==> src/rtl/ftc_pkg.sv <==
package ftc_pkg;
  localparam int BYTE_W = 8;
  typedef logic [BYTE_W-1:0] lane_t;
endpackage

==> src/rtl/ftc_tick_gate.sv <==
module ftc_tick_gate (
  input  logic clk,
  input  logic rst_n,
  input  logic tick_i,
  input  logic access_i,
  output logic inc_req_o,
  output logic lost_o
);
  logic pend_q, pend_d;
  logic lost_q, lost_d;

  // next state
  always_comb begin
    inc_req_o = !access_i && (tick_i || pend_q);
    if (access_i) begin
      pend_d = pend_q || tick_i;
    end else begin
      // a tick coinciding with a release is re-queued
      pend_d = pend_q && tick_i;
    end
    lost_d = lost_q || (access_i && tick_i && pend_q);
  end

  always_ff @(posedge clk or negedge rst_n) begin
    if (!rst_n) begin
      pend_q <= 1'b0;
      lost_q <= 1'b0;
    end else begin
      pend_q <= pend_d;
      lost_q <= lost_d;
    end
  end

  assign lost_o = lost_q;
endmodule

==> src/rtl/ftc_load_seq.sv <==
module ftc_load_seq #(
  parameter int N_LANES = 3
) (
  input  logic               clk,
  input  logic               rst_n,
  input  logic               access_i,
  input  logic               start_i,
  input  logic               byte_i,
  output logic [N_LANES-1:0] lane_we_o
);
  localparam int PTR_W = $clog2(N_LANES + 1);
  localparam logic [PTR_W-1:0] PTR_IDLE = PTR_W'(N_LANES);

  logic [PTR_W-1:0] ptr_q, ptr_d;
  logic             accept;

  assign accept = access_i && byte_i && !start_i && (ptr_q != PTR_IDLE);

  always_comb begin
    ptr_d = ptr_q;
    if (!access_i) begin
      ptr_d = PTR_IDLE;
    end else if (start_i) begin
      ptr_d = '0;
    end else if (accept) begin
      ptr_d = ptr_q + PTR_W'(1);
    end
  end

  always_ff @(posedge clk or negedge rst_n) begin
    if (!rst_n) begin
      ptr_q <= PTR_IDLE;
    end else begin
      ptr_q <= ptr_d;
    end
  end

  for (genvar k = 0; k < N_LANES; k++) begin : g_we
    assign lane_we_o[k] = accept && (ptr_q == PTR_W'(k));
  end
endmodule

==> src/rtl/ftc_count_reg.sv <==
module ftc_count_reg
  import ftc_pkg::*;
#(
  parameter int CNT_W = 24
) (
  input  logic                    clk,
  input  logic                    rst_n,
  input  logic                    inc_req_i,
  input  logic [CNT_W/BYTE_W-1:0] lane_we_i,
  input  lane_t                   data_i,
  output logic [CNT_W-1:0]        count_o,
  output logic                    inc_o
);
  localparam int N_LANES = CNT_W / BYTE_W;

  logic [CNT_W-1:0] cnt_q, cnt_d, cnt_plus;
  logic             any_load, cnt_en;
  logic             inc_q;

  assign cnt_plus = cnt_q + CNT_W'(1);
  assign any_load = |lane_we_i;
  assign cnt_en   = any_load || inc_req_i;

  // lane 0 is the most significant byte
  for (genvar k = 0; k < N_LANES; k++) begin : g_lane
    localparam int HI = CNT_W - 1 - k * BYTE_W;
    always_comb begin
      if (lane_we_i[k]) begin
        cnt_d[HI -: BYTE_W] = data_i;
      end else if (any_load) begin
        cnt_d[HI -: BYTE_W] = cnt_q[HI -: BYTE_W];
      end else begin
        cnt_d[HI -: BYTE_W] = cnt_plus[HI -: BYTE_W];
      end
    end
  end

  always_ff @(posedge clk or negedge rst_n) begin
    if (!rst_n) begin
      cnt_q <= '0;
    end else if (cnt_en) begin
      cnt_q <= cnt_d;
    end
  end

  always_ff @(posedge clk or negedge rst_n) begin
    if (!rst_n) begin
      inc_q <= 1'b0;
    end else begin
      inc_q <= inc_req_i && !any_load;
    end
  end

  assign count_o = cnt_q;
  assign inc_o   = inc_q;
endmodule

==> src/rtl/frozen_tick_counter.sv <==
module frozen_tick_counter
  import ftc_pkg::*;
#(
  parameter int CNT_W = 24
) (
  input  logic             clk,
  input  logic             rst_n,
  input  logic             tick_i,
  input  logic             access_i,
  input  logic             load_start_i,
  input  logic             load_byte_i,
  input  logic [7:0]       load_data_i,
  output logic [CNT_W-1:0] count_o,
  output logic             inc_o,
  output logic             tick_lost_o
);
  localparam int N_LANES = CNT_W / BYTE_W;

  logic               inc_req;
  logic [N_LANES-1:0] lane_we;

  ftc_tick_gate u_gate (
    .clk       (clk),
    .rst_n     (rst_n),
    .tick_i    (tick_i),
    .access_i  (access_i),
    .inc_req_o (inc_req),
    .lost_o    (tick_lost_o)
  );

  ftc_load_seq #(.N_LANES(N_LANES)) u_seq (
    .clk       (clk),
    .rst_n     (rst_n),
    .access_i  (access_i),
    .start_i   (load_start_i),
    .byte_i    (load_byte_i),
    .lane_we_o (lane_we)
  );

  ftc_count_reg #(.CNT_W(CNT_W)) u_cnt (
    .clk       (clk),
    .rst_n     (rst_n),
    .inc_req_i (inc_req),
    .lane_we_i (lane_we),
    .data_i    (load_data_i),
    .count_o   (count_o),
    .inc_o     (inc_o)
  );
endmodule

==> config.mk <==
export PLATFORM = sky130hd
export DESIGN_NAME = frozen_tick_counter
export DESIGN_NICKNAME = d
export VERILOG_FILES = /design/src/rtl/ftc_pkg.sv /design/src/rtl/ftc_tick_gate.sv /design/src/rtl/ftc_load_seq.sv /design/src/rtl/ftc_count_reg.sv /design/src/rtl/frozen_tick_counter.sv
export SDC_FILE = /design/constraint.sdc
export NUM_CORES = 1
export LEC_CHECK = 0
export BUFFER_PORTS_ARGS = -buffer_cell sky130_fd_sc_hd__buf_2
export CAP_MARGIN = 20
export CORE_ASPECT_RATIO = 0.9
export CORE_MARGIN = 4
export CORE_UTILIZATION = 58
export CTS_CLUSTER_DIAMETER = 150
export DETAILED_ROUTE_END_ITERATION = 7
export GPL_TIMING_DRIVEN = 0
export MAX_ROUTING_LAYER = met4
export PLACE_DENSITY = 0.85
export SETUP_SLACK_MARGIN = 0.4
export SLEW_MARGIN = 20
export SYNTH_ARGS = -nofsm -noshare
export SYNTH_HDL_FRONTEND = slang
export SYNTH_SLANG_ARGS = --single-unit
==> constraint.sdc <==
create_clock -name clk -period 3.8 [get_ports clk]
set_input_delay 0.76 -clock clk [delete_from_list [all_inputs] [get_ports clk]]
set_output_delay 0.76 -clock clk [all_outputs]
set_load 0.01 [all_outputs]
**Yosys cells after proc, flatten, opt, wreduce, memory -nomap -nowiden**

Index checks and enable logic that the tools add are counted.

- Register bits after elaboration: 29
- Input port bits: 14
- Output and inout port bits: 26
- Logic and storage cells: 48

- Equality and inequality tests: 7
- Mux-type cells: 10
- Add/sub/neg operators: 2
- Reductions and logical operators: 22

Operator list:

| cell | number |
|---|---|
| two-way mux 8 bit | 6 |
| adder 24 x 1 -> 24 bit, second input constant | 1 |
| logical AND 1 bit | 11 |
| != test 2 bit, second input constant | 4 |
| two-way mux 2 bit | 3 |
| AND reduction 2 bit | 3 |
| zero test 1 bit | 3 |
| logical OR 1 bit | 3 |
| != test 3 x 1 -> 1 bit, second input constant | 1 |
| OR reduction 3 bit | 1 |
| adder 2 x 1 -> 2 bit, second input constant | 1 |
| equality test 2 x 1 -> 1 bit, second input constant | 1 |
| equality test 2 bit, second input constant | 1 |
| zero test 2 bit | 1 |
| two-way mux 1 bit | 1 |

**Longest topological paths before layout**

- Depth after elaboration: 7
- Depth in mapped cells: 7
- Depth with buffers taken out: 5

**Modules after synthesis**

Synthesis repeated with hierarchy kept, for this count alone.

- Cell total of the unflattened synthesis: 195
- Area total of the unflattened synthesis: 1811.7 µm²

By module, submodules not included:

| module | instances | cells an instance | area each (µm²) | sequential area each (µm²) |
|---|---|---|---|---|
| ftc_count_reg | 1 | 173 | 1536.5 | 625.6 |
| ftc_load_seq | 1 | 17 | 195.2 | 52.6 |
| ftc_tick_gate | 1 | 5 | 80.1 | 50.0 |

**Worst setup path before layout**

OpenSTA, ideal clock, no wires.

- Kind: input to register
- Start point: in access_i
- End point: reg u_cnt.cnt_q[15], in the netlist u_cnt.count_o[15]
- Required time: 3713 ps
- Library setup time: 87 ps
- Path slack: 1704 ps
- Cell stages on the path: 5
- Arrival time: 2009 ps
- Path through: o21bai_4 > or3_1 > clkbuf_2 > or4_1 > o211ai_1

- Cells in the longest elaborated chain, start to end: 7

Ends and longest elaborated chain:

| item | line | source |
|---|---|---|
| start: declaration | frozen_tick_counter.sv:9 | `input logic access_i,` |
| logical AND 1 bit (3 in a row) | ftc_load_seq.sv:17 | `assign accept = access_i && byte_i && !start_i && (ptr_q != PTR_IDLE);` |
| logical AND 1 bit | ftc_load_seq.sv:39 | `assign lane_we_o[k] = accept && (ptr_q == PTR_W'(k));` |
| OR reduction 3 bit | ftc_count_reg.sv:21 | `assign any_load = \|lane_we_i;` |
| != test 2 bit (no source line) / logical OR 1 bit (equally long branches) | n/a |  |
| AND reduction 2 bit (no source line) | n/a |  |
| end signal: assignment | ftc_count_reg.sv:42 | `cnt_q <= cnt_d;` |
| end: declaration | ftc_count_reg.sv:16 | `logic [CNT_W-1:0] cnt_q, cnt_d, cnt_plus;` |

Parallel ways exist; a longest one is shown, timed or not.
A chain may end at the register's enable or synchronous reset.

**Worst setup path after layout**

- Start point: in access_i
- End point: reg u_cnt.cnt_q[16], in the netlist u_cnt.count_o[16]

Same word-level chain as after synthesis.

==> results.toml <==
[drt]
dr_wl_met3_um = 321
dr_total_vias = 1767
wire_per_inst_um = 15.66
drt_iter0_markers = 135
wl_met1_mm = 1.991
routed_wl_mm = 4.526
vias_per_cell = 6.114
wl_met2_mm = 2.158
ant_nets = 0
top_layer = "met4"
first_pass_iters = 5
drc_errors = 0

[cts]
cts-hold-fix-buffers = 0
cts-resized-gates = 0
insertion_delay_ns = 0.32
numCtsBuffers = 5
post_cts_buffers = 0
ctsHtreeMaxLevel = 2
cts_tree = "yes"
clkTransAtPathRegs_ns = 0.09
clock-root-buffer = "clkbuf_4"
cts.sinks = 29
cts_buffer_depth = 2

[synthesis]
synth_area_um2 = 1749
syn_avg_cell_area_um2 = 8.659
yosysWarnings = 0
synth-main-ff-cell = "dfrtp_1"
synth_seq_cells = 29
synthCells = 202
synth_edf_count = 0
syn_nets = 221
ys_async_sr_fraction_pct = 100.0
synth_cell_types = 41
ys_seq_area_share_pct = 41.63

[timing]
skew_ns = 0.009632
rsz0062_at_grt = "false"
finalCritPeriodShare_pct = 56.26
drv_slew = 0
max-slew-margin-rel_pct = 34.17
tns_ns = 0
max_freq_ghz = 0.4678
hold_viol_final = 0
worst_slew_pin_slew_ns = 0.9785
fin_crit_ns = 2.138
layout_setup_ws_ns = 1.662
finalSetupViolCount = 0

[pwr]
vdd_ir_drop_max_mv = 0.3187
report.power.total_uw = 975.5
p_leak_nw = 0.8881
p_per_area_nw_per_um2 = 477.4

[finish]
layout-drive-gt1-share_pct = 22.49
syn_to_final_growth_pct = 16.81
seq_area_um2 = 728.2
finalNonFillerCells = 289
multiInputGateArea_um2 = 965.9
antenna-diode-count = 0
nFillCells = 229
fin_nets = 267
finish.utilization_pct = 72.58

[floorplan]
die_w_um = 65.89
rows = 18
dieArea_um2 = 3960
ios = 40
initial_core_util_pct = 62.13
die_h_um = 60.10
core_area_um2 = 2815

[worst_setup_path]
worstPathArrival_ns = 2.35
cp.required_ns = 4.01
path_max_fanout = 10
max_stage_delay_ns = 0.39
crit_slowest_cell = "clkbuf_1"
crit_chain = "buf_2 > o21bai_4 > clkinv_1 > nand3_1 > clkbuf_1 > o41ai_1 > a31o_2"
worstSetupStartpointType = "primary input"
cp-end-kind = "register"
crit_type = "in -> reg"

[placed_design]
place_hpwl_mm = 3.411
dp_cells = 281
portBuffers = 39
gp_congestion = 0.9103
place_ws_ns = 1.389

[global_routing]
antenna_found_initial = 0
grt_first_pass_wirelength_mm = 7.631
grt_util_all_layers_pct = 26.32
gr-total-overflow = 0
grt_pass1_vias = 1570
grt_max_degree = 30

[flow_run]
drv_cap = 0

[hold_path]
hold_class = "in -> async"

[status]
status = "finished clean"
flip-flops by register name (all words and copies together), names as in the netlist:
register       cells
u_gate.lost_o      1
u_seq.ptr_q        2
u_cnt.inc_o        1
u_gate.pend_q      1
u_cnt.count_o     24
layer usage:
layer  global-route usage, %  up-vias
met4                   8.580        0
met2                   39.57       70
li1                        -      852
met3                   5.075        9
met1                   35.82      836
met5                       -        -
cells in the final DEF (no fill, tap or decap), types with 3 or more instances in the layout:
cell type / instances
a21oi_1: 6
a31o_2: 4
a31oi_1: 3
and2_1: 3
and3_1: 8
buf_2: 40
clkbuf_1: 8
clkbuf_4: 5
dfrtp_1: 27
ha_1: 5
inv_1: 5
nand2_1: 36
nand3_1: 12
nand4_1: 8
nor2_1: 15
nor4_1: 4
o211ai_1: 12
o21ai_0: 6
o311ai_0: 8
or2_2: 3
xnor2_1: 4
Yosys cell counts, types with 3 or more instances:
cell | instances | area share [%]
a31oi_1 | 3 | 1.1
nor4_1 | 4 | 1.4
and3_1 | 8 | 2.9
nand2_1 | 36 | 7.7
xnor2_1 | 4 | 2.0
o311ai_0 | 8 | 4.0
o211ai_1 | 12 | 5.2
nand4_1 | 8 | 2.9
inv_1 | 5 | 1.1
ha_1 | 5 | 3.6
nand3_1 | 12 | 3.4
and2_1 | 3 | 1.1
clkbuf_1 | 5 | 1.1
or2_2 | 3 | 1.1
a31o_2 | 4 | 2.0
nor2_1 | 15 | 3.2
o21ai_0 | 6 | 1.7
dfrtp_1 | 27 | 39
a21oi_1 | 6 | 1.7
kinds of logic (layout without fill, tap and decap cells):
group | after synthesis | after routing | synth area share [%]
and+or+nand+nor | 100 | 100 | 28.04
AOI/OAI and AO/OA | 50 | 50 | 21.60
DFF | 29 | 29 | 41.63
buffers and inverters | 14 | 61 | 3.147
adders and majority gates | 5 | 5 | 3.577
xor gates and xnor gates | 4 | 4 | 2.003
worst paths after layout:
path	startpoint	endpoint	slack, ns	cells after the start
min in group clk	u_gate.lost_o	u_gate.lost_o	0.47	1
min reg2reg	u_gate.lost_o	u_gate.lost_o	0.47	1
max reg2reg	u_cnt.count_o[12]	u_cnt.count_o[21]	1.73	4
min	rst_n	u_cnt.count_o[14]	0.46	1
max in group asynchronous	rst_n	u_cnt.count_o[4]	2.91	1
max	access_i	u_cnt.count_o[16]	1.66	7
layout make-up:
class,instances,share of cell area (%)
sequential,29,35.64
tap,40,2.449
timing repair buffer,39,9.553
inverter,6,1.102
clock buffer,8,2.388
buffer,8,1.592
multi-input combinational,159,47.27
worst max-delay path, delay by kind of cell:
kind	cells	cell delay (ns)
buffers and inverters	3	0.86
AO/OA/AOI/OAI	3	0.52
AND/OR/NAND/NOR	1	0.20
report_power, final:
part	total [mW]	internal [mW]	switching [mW]
combinational	0.301	0.142	0.160
clock	0.176	0.0737	0.102
sequential	0.498	0.388	0.110
total	0.975	0.604	0.372
per-stage QoR:
stage / cell area, um2 / hold slack (ns)
floorplan: 1749 / 0.4644
global placement: 1994 / 0.4443
detailed placement: 1994 / 0.4596
CTS: 2043 / 0.4770
global route: 2043 / 0.5071
finish: 2043 / 0.4579
(Power assumes the default switching activity.)
